<file path="config.mk">
export PLATFORM = sky130hd
export DESIGN_NAME = dly_tune_ctrl
export DESIGN_NICKNAME = d
export VERILOG_FILES = /design/src/rtl/dly_tune_pkg.sv /design/src/rtl/dly_ref_edge.sv /design/src/rtl/dly_reg_file.sv /design/src/rtl/dly_tap_mux.sv /design/src/rtl/dly_tune_ctrl.sv
export SDC_FILE = /design/constraint.sdc
export NUM_CORES = 1
export LEC_CHECK = 0
export BUFFER_PORTS_ARGS = -buffer_cell sky130_fd_sc_hd__buf_4
export CORE_AREA = 2 2 60 62
export DETAILED_ROUTE_END_ITERATION = 8
export DIE_AREA = 0 0 62 64
export PLACE_DENSITY = 0.78
export SYNTH_ARGS = -nofsm -noshare
export SYNTH_HDL_FRONTEND = slang
export SYNTH_HIERARCHICAL = 1
export SYNTH_SLANG_ARGS = --single-unit
</file>
<file path="constraint.sdc">
create_clock -name clk -period 3.45 [get_ports clk]
set_input_delay 0.5175 -clock clk [delete_from_list [all_inputs] [get_ports clk]]
set_output_delay 0.5175 -clock clk [all_outputs]
set_load 0.02 [all_outputs]
</file>
<file path="src/rtl/dly_tune_pkg.sv">
package dly_tune_pkg;
    localparam int NTAP    = 12;
    localparam int UNIT_W  = 7;
    localparam int SEL_W   = 4;
    localparam int ADDR_W  = 2;
    localparam int DATA_W  = 16;
    localparam int DONE_BIT = NTAP;

    localparam logic [ADDR_W-1:0] A_CTRL   = 2'd0;
    localparam logic [ADDR_W-1:0] A_PHASE  = 2'd1;
    localparam logic [ADDR_W-1:0] A_UNIT   = 2'd2;
    localparam logic [ADDR_W-1:0] A_STATUS = 2'd3;

    typedef struct packed {
        logic              sen;
        logic              out_en;
        logic [SEL_W-1:0]  sel;
        logic [UNIT_W-1:0] unit;
        logic              armed;
        logic              done;
        logic [NTAP-1:0]   lng;
    } regs_t;
endpackage

</file>
<file path="src/rtl/dly_ref_edge.sv">
module dly_ref_edge (
    input  logic clk,
    input  logic rst_n,
    input  logic ref_i,
    output logic rise_o
);
    logic ref_d, ref_q;

    always_comb begin
        ref_d = ref_i;
    end

    always_ff @(posedge clk) begin
        if (!rst_n) ref_q <= 1'b1;
        else        ref_q <= ref_d;
    end

    assign rise_o = ref_i & ~ref_q;
endmodule

</file>
<file path="src/rtl/dly_reg_file.sv">
module dly_reg_file
    import dly_tune_pkg::*;
(
    input  logic              clk,
    input  logic              rst_n,
    input  logic              wr_en,
    input  logic [ADDR_W-1:0] addr,
    input  logic [DATA_W-1:0] wdata,
    output logic [DATA_W-1:0] rdata,
    input  logic              rise_i,
    input  logic [NTAP-1:0]   tap_i,
    output logic              sen_o,
    output logic              out_en_o,
    output logic [SEL_W-1:0]  sel_o,
    output logic [UNIT_W-1:0] unit_o
);
    regs_t st_d, st_q;
    logic  unit_wr, capture;
    logic  unused_wdata;

    assign unused_wdata = ^wdata[DATA_W-1:UNIT_W];
    assign unit_wr      = wr_en && (addr == A_UNIT);
    assign capture      = st_q.armed && rise_i && !unit_wr;

    always_comb begin
        st_d = st_q;
        if (wr_en) begin
            case (addr)
                A_CTRL: begin
                    st_d.sen    = wdata[0];
                    st_d.out_en = ~wdata[0];
                end
                A_PHASE: st_d.sel = wdata[SEL_W-1:0];
                A_UNIT: begin
                    st_d.unit  = wdata[UNIT_W-1:0];
                    st_d.armed = 1'b1;
                    st_d.done  = 1'b0;
                end
                default: ;
            endcase
        end
        if (capture) begin
            st_d.lng   = tap_i;
            st_d.done  = 1'b1;
            st_d.armed = 1'b0;
        end
    end

    always_ff @(posedge clk) begin
        if (!rst_n) st_q <= '0;
        else        st_q <= st_d;
    end

    always_comb begin
        rdata = '0;
        case (addr)
            A_CTRL:   rdata[0]            = st_q.sen;
            A_PHASE:  rdata[SEL_W-1:0]    = st_q.sel;
            A_UNIT:   rdata[UNIT_W-1:0]   = st_q.unit;
            A_STATUS: begin
                rdata[NTAP-1:0] = st_q.lng;
                rdata[DONE_BIT] = st_q.done;
            end
            default: ;
        endcase
    end

    assign sen_o    = st_q.sen;
    assign out_en_o = st_q.out_en;
    assign sel_o    = st_q.sel;
    assign unit_o   = st_q.unit;

    p_unit_wr_clears_r3: assert property (@(posedge clk) disable iff (!rst_n)
        (wr_en && addr == A_UNIT) |=> (!st_q.done && st_q.armed));

    p_capture_r4: assert property (@(posedge clk) disable iff (!rst_n)
        (st_q.armed && rise_i && !(wr_en && addr == A_UNIT))
        |=> (st_q.done && !st_q.armed && st_q.lng == $past(tap_i)));

    p_lng_hold_r5: assert property (@(posedge clk) disable iff (!rst_n)
        !(st_q.armed && rise_i) |=> $stable(st_q.lng));

    p_status_ro_r9: assert property (@(posedge clk) disable iff (!rst_n)
        (wr_en && addr == A_STATUS && !st_q.armed) |=> $stable(st_q.lng) && $stable(st_q.done));
endmodule

</file>
<file path="src/rtl/dly_tap_mux.sv">
module dly_tap_mux
    import dly_tune_pkg::*;
(
    input  logic             clk,
    input  logic             rst_n,
    input  logic [NTAP-1:0]  tap_i,
    input  logic [SEL_W-1:0] sel_i,
    input  logic             sen_i,
    input  logic             en_i,
    output logic             clk_o
);
    localparam logic [SEL_W-1:0] TOP_TAP = SEL_W'(NTAP - 1);

    logic [SEL_W-1:0] idx;
    logic             picked;

    always_comb begin
        idx    = (sel_i > TOP_TAP) ? TOP_TAP : sel_i;
        picked = 1'b0;
        for (int i = 0; i < NTAP; i++) begin
            if (idx == SEL_W'(i)) picked = tap_i[i];
        end
        clk_o = picked & en_i & ~sen_i;
    end

    p_gate_sen_r6: assert property (@(posedge clk) disable iff (!rst_n)
        sen_i |-> !clk_o);

    p_sel_clamp_r7: assert property (@(posedge clk) disable iff (!rst_n)
        (en_i && !sen_i && sel_i > TOP_TAP) |-> (clk_o == tap_i[NTAP-1]));
endmodule

</file>
<file path="src/rtl/dly_tune_ctrl.sv">
module dly_tune_ctrl
    import dly_tune_pkg::*;
(
    input  logic              clk,
    input  logic              rst_n,
    input  logic              wr_en,
    input  logic [ADDR_W-1:0] addr,
    input  logic [DATA_W-1:0] wdata,
    output logic [DATA_W-1:0] rdata,
    input  logic              ref_clk_i,
    input  logic [NTAP-1:0]   tap_i,
    output logic [UNIT_W-1:0] unit_o,
    output logic              clk_out
);
    logic             rise, sen, out_en;
    logic [SEL_W-1:0] sel;

    dly_ref_edge u_edge (
        .clk(clk), .rst_n(rst_n), .ref_i(ref_clk_i), .rise_o(rise)
    );

    dly_reg_file u_regs (
        .clk(clk), .rst_n(rst_n), .wr_en(wr_en), .addr(addr),
        .wdata(wdata), .rdata(rdata), .rise_i(rise), .tap_i(tap_i),
        .sen_o(sen), .out_en_o(out_en), .sel_o(sel), .unit_o(unit_o)
    );

    dly_tap_mux u_mux (
        .clk(clk), .rst_n(rst_n), .tap_i(tap_i), .sel_i(sel),
        .sen_i(sen), .en_i(out_en), .clk_o(clk_out)
    );

    p_out_off_after_reset_r8: assert property (@(posedge clk) disable iff (!rst_n)
        !out_en |-> !clk_out);
endmodule

</file>
== Yosys cells after proc, flatten, opt, wreduce, memory -nomap -nowiden ==
Cells that the tools add are included.

* Mux-type cells: 20
* Bitwise gates (word level): 7
* Order comparisons: 1
* Reduce and logical (&&, ||, !) cells: 13
* Eq/ne operators: 14

{| class="wikitable"
|+ Operators by type and width
! kind !! count
|-
| 4-bit by 3-bit == test with 1-bit output (second input constant) || 4
|-
| 4-bit == test (second input constant) || 4
|-
| 1-bit two-way mux || 14
|-
| 13-bit two-way mux || 1
|-
| 3-bit case mux with 3 select lines || 1
|-
| 4-bit by 2-bit == test with 1-bit output (second input constant) || 2
|-
| 2-bit AND reduction || 4
|-
| 6-bit two-way mux || 1
|-
| 3-bit case mux with 2 select lines || 1
|-
| 2-bit == test (second input constant) || 2
|-
| 4-bit by 1-bit == test with 1-bit output (second input constant) || 1
|-
| 4-bit greater-than comparator (second input constant) || 1
|-
| 4-bit zero test || 1
|-
| 4-bit two-way mux || 1
|-
| 1-bit inverter || 4
|-
| 1-bit case mux with 4 select lines || 1
|-
| 2-bit nonzero test || 2
|-
| 1-bit bitwise AND || 3
|-
| 1-bit logical AND || 3
|-
| 2-bit by 1-bit == test with 1-bit output (second input constant) || 1
|-
| 2-bit zero test || 1
|-
| 2-bit OR reduction || 1
|-
| 1-bit zero test || 1
|}

* Word-level logic and storage cells: 63
* Output and inout port bits: 24
* Register bits: 28

== Depth between registers and ports, before layout ==
* Word-level depth: 17
* Mapped depth: 7

== Hierarchy ==
The synthesis kept the hierarchy.

{| class="wikitable"
|+ By module, submodules not included
! module !! cells each !! instances !! area an instance (um2)
|-
| dly_reg_file || 148 || 1 || 1408.9
|-
| dly_tap_mux || 13 || 1 || 133.9
|-
| dly_ref_edge || 3 || 1 || 40.0
|}

== Least setup slack after synthesis ==
Ideal clock, no wire load.

* Path type: input to output
* Start: input port addr[0]
* End: output port rdata[4]
* Cell stages on the path: 4
* Arrival time: 1.335 ns
* Buffers on the path: 2
* Data required time: 2.932 ns
* Slack: 1.598 ns
* Cells stage by stage: buf_6 clkbuf_1 mux2i_1 nor2b_1

* Longest elaborated chain between the ends: 2
* Elaborated cells between the ends (all ways): 3
* Those cells by class: 2 x eq/ne; 1 x mux

{| class="wikitable"
|+ RTL lines
! item !! RTL line !! RTL
|-
| from (decl) || dly_tune_ctrl.sv:7 || <nowiki>input logic [ADDR_W-1:0] addr,</nowiki>
|-
| 2-bit == test || dly_reg_file.sv:56 || <nowiki>case (addr)</nowiki>
|-
| 3-bit case mux with 2 select lines (*) || dly_reg_file.sv:56 ||
|-
| to (decl) || dly_tune_ctrl.sv:9 || <nowiki>output logic [DATA_W-1:0] rdata,</nowiki>
|}

Every way passes the cells marked *; elsewhere a longest branch is shown, timed or not.

== Worst setup path after layout ==
* Start: register u_regs.st_q (netlist bit u_regs/sel_o[0])
* End: output port clk_out

* Longest elaborated chain between the ends: 17
* Elaborated cells between the ends (all ways): 28
* Those cells by class: 1 x order compare; 11 x eq/ne; 13 x mux; 2 x bitwise; 1 x reduce/logical

{| class="wikitable"
|+ RTL lines
! item !! RTL line !! RTL
|-
| from (decl) || dly_reg_file.sv:17 || <nowiki>regs_t st_d, st_q;</nowiki>
|-
| from (signal assigned) || dly_reg_file.sv:51 || <nowiki>else st_q <= st_d;</nowiki>
|-
| 4-bit greater-than comparator || dly_tap_mux.sv:18 || <nowiki>idx = (sel_i > TOP_TAP) ? TOP_TAP : sel_i;</nowiki>
|-
| 4-bit two-way mux (*) || dly_tap_mux.sv:18 ||
|-
| 4-bit zero test || dly_tap_mux.sv:21 || <nowiki>if (idx == SEL_W'(i)) picked = tap_i[i];</nowiki>
|-
| 1-bit two-way mux (11 in a row) || dly_tap_mux.sv:21 ||
|-
| 1-bit two-way mux (*) || dly_tap_mux.sv:21 ||
|-
| 1-bit bitwise AND (*) (2 in a row) || dly_tap_mux.sv:23 || <nowiki>clk_o = picked & en_i & ~sen_i;</nowiki>
|-
| to (decl) || dly_tune_ctrl.sv:13 || <nowiki>output logic clk_out</nowiki>
|}

Marks and branches as above.

==> flow_summary.yaml <==
clock_tree:
  cts_hold_buf: 0
  cts.sinks: 28
  clk_pin_slew_ns: 0.14
  cts_setup_buffers: 0
  cts_resized: 0
  insertion_delay_ns: 0.32
  cts_htree_levels: 1
  cts_tree: "done"
  clockBufferDepth: 2
  cts-root-buf: "clkbuf_4"
  cts_buffers: 3
critical_path:
  reg2regPathDepth: 3
  reg2reg_to: "u_regs/st_q[8]"
  r2r_slack_ns: 2.36
  arrival_ns: 1.83
  cp-startpoint: "u_regs/sel_o[0]"
  r2r_start: "u_edge/ref_q"
  critPathLaunchType: "flop"
  worstSetupEndpointType: "output pin"
  critPathKind: "flop to output pin"
  cp_max_fo: 7
  cp_data_required_time_ns: 2.93
  critical_path.endpoint: "clk_out"
yosys:
  syn_area_um2: 1580
  yosysSeqAreaShare: 0.354
  yosys_warnings: 6
  avgSynthCellArea_um2: 9.65
  synth_cells: 164
  synth_seq_cells: 28
  synth.distinct_cells: 31
timing:
  setup_violations: 0
  layout_min_cycle_time_ns: 2.34
  fin_setup_tns_ns: 0
  fmax_ghz: 0.427
  post-route-period-util: 0.679
  rsz0062_at_grt: "no"
  hold_viol: 0
  finalMaxSlewViolations: 0
  skew_ns: 0.00474
outcome:
  status: "finished clean"
final_layout:
  final_area_um2: 1840
  fin_cells: 236
  layout_commonest_cell: "buf_4"
  antenna_cells: 0
  nets: 225
  drive_gt1_frac: 0.311
  final_cell_mix: "buf_4, nand2_1, dfxtp_1, mux2i_1, nor2b_1"
  fill_cells: 304
  syn2layout_area_growth_pct: 16.0
  post-route-util: 0.559
detailed_routing:
  wl_per_cell_um: 13.8
  vias: 1211
  drt_iter0_drc: 28
  wirelength_um: 3250
  via_per_inst: 5.13
  drtPass1Iterations: 4
  drc: 0
  drt.antenna.violating_nets: 0
grt:
  grt_overflow: 0
  antenna_found_initial: 0
  grt_pass1_vias: 1156
  grt_max_degree: 41
  track_usage: 0.170
  grt_pass1_wl_um: 5100
placement:
  dp.cells: 232
  dpl.hpwl_um: 2370
  placed_cell_area_um2: 1800
  place_congestion: 0.855
  numPortBuffers: 45
die:
  io_pins: 58
  die_width_um: 62
  die_y_um: 64
  num_rows: 21
  start_util: 0.482
  core_area_um2: 3280
  die_area_um2: 3970
power_and_ir_drop:
  power.density_nw_per_um2: 320
  leakage_nw: 0.820
  irDropWorstVdd_uv: 204
job:
  maxCapViolations: 0
worst_hold_path:
  hold_path_class: "primary input to flop"
[power breakdown]
part | internal [mW] | switching, mW | total [mW]
Clock | 0.0645 | 0.0946 | 0.159
Combinational | 0.0454 | 0.0453 | 0.0908
Sequential | 0.331 | 0.00670 | 0.338
[worst min-delay path by stage]
stage                           end  cells past startpoint       startpoint
floorplan            u_regs/st_q[0]                      2   u_regs/st_q[0]
global placement     u_regs/st_q[9]                      2   u_regs/st_q[9]
detailed placement  u_regs/st_q[11]                      2  u_regs/st_q[11]
CTS                    u_edge/ref_q                      2        ref_clk_i
global route           u_edge/ref_q                      2        ref_clk_i
finish                 u_edge/ref_q                      2        ref_clk_i
[registers in the layout, summed over array words and instances (netlist names)]
register and flops:
u_regs/sen_o 1, u_regs/unit_o 7, u_regs/sel_o 4, u_regs/st_q 14, u_edge/ref_q 1, u_regs/out_en_o 1
[logic make-up (layout without fill, tap and decap cells)]
group,count (synthesis),after routing,share of synthesized area
AND/OR/NAND/NOR,62,62,0.221
flip-flops,28,28,0.354
AO/OA/AOI/OAI,13,13,0.0664
buffers and inverters,29,53,0.126
other,1,3,0.00237
multiplexers,31,31,0.230
[critical path, cell delays in order, from the launching register on]
cell and delay, ns:
dfxtp_1 0.51, mux4_1 0.61, nor3_2 0.14, a311oi_2 0.07, buf_4 0.18
[layout make-up]
| type | count | area [um^2] | share of cell area |
|---|---|---|---|
| repair buffers | 45 | 338 | 0.184 |
| flip-flops and latches | 28 | 561 | 0.305 |
| clock buffers | 4 | 36.3 | 0.0198 |
| multi-input cells | 109 | 830 | 0.452 |
| well taps | 46 | 57.6 | 0.0313 |
| inverters | 4 | 15.0 | 0.00817 |
[metal layers]
metal / part of all wire / wire (um) / GRT usage
met3: 0.062 / 201 / 0.0283
met4: 0.0058 / 19 / 0.0559
met1: 0.46 / 1500 / 0.231
met2: 0.47 / 1530 / 0.268
met5: 0 / 0 / 0
[cell usage after synthesis]
cell type / number / area, um^2
mux2_2: 4 / 45.0
nor3_2: 1 / 10.0
nand3b_4: 1 / 20.0
mux4_1: 3 / 78.8
buf_4: 14 / 105
nand2_1: 29 / 109
and3b_1: 1 / 8.76
a21boi_0: 5 / 37.5
mux2i_1: 24 / 240
nor2b_1: 11 / 68.8
a311oi_2: 1 / 15.0
and2_1: 1 / 6.26
a21oi_1: 2 / 10.0
and2b_1: 1 / 7.51
a22o_1: 3 / 26.3
o311ai_0: 1 / 8.76
o211ai_1: 1 / 7.51
nand3b_1: 1 / 7.51
nand3_1: 4 / 20.0
conb_1: 1 / 3.75
or3b_2: 1 / 8.76
nor2b_4: 1 / 13.8
buf_12: 1 / 20.0
and3_4: 1 / 11.3
clkbuf_1: 7 / 26.3
dfxtp_1: 28 / 561
buf_6: 3 / 33.8
inv_1: 4 / 15.0
and3_1: 6 / 37.5
nand2b_1: 2 / 12.5
nor3b_1: 1 / 7.51
[per-stage QoR]
step	hold WS, ns	total power, mW	setup slack (ns)
floorplan	0.430	0.405	1.60
global placement	0.439	0.433	1.41
detailed placement	0.455	0.435	1.42
CTS	0.385	0.592	1.11
global route	0.386	0.613	0.982
finish	0.392	0.587	1.11
Note: power is estimated with default switching activity, not from simulation.
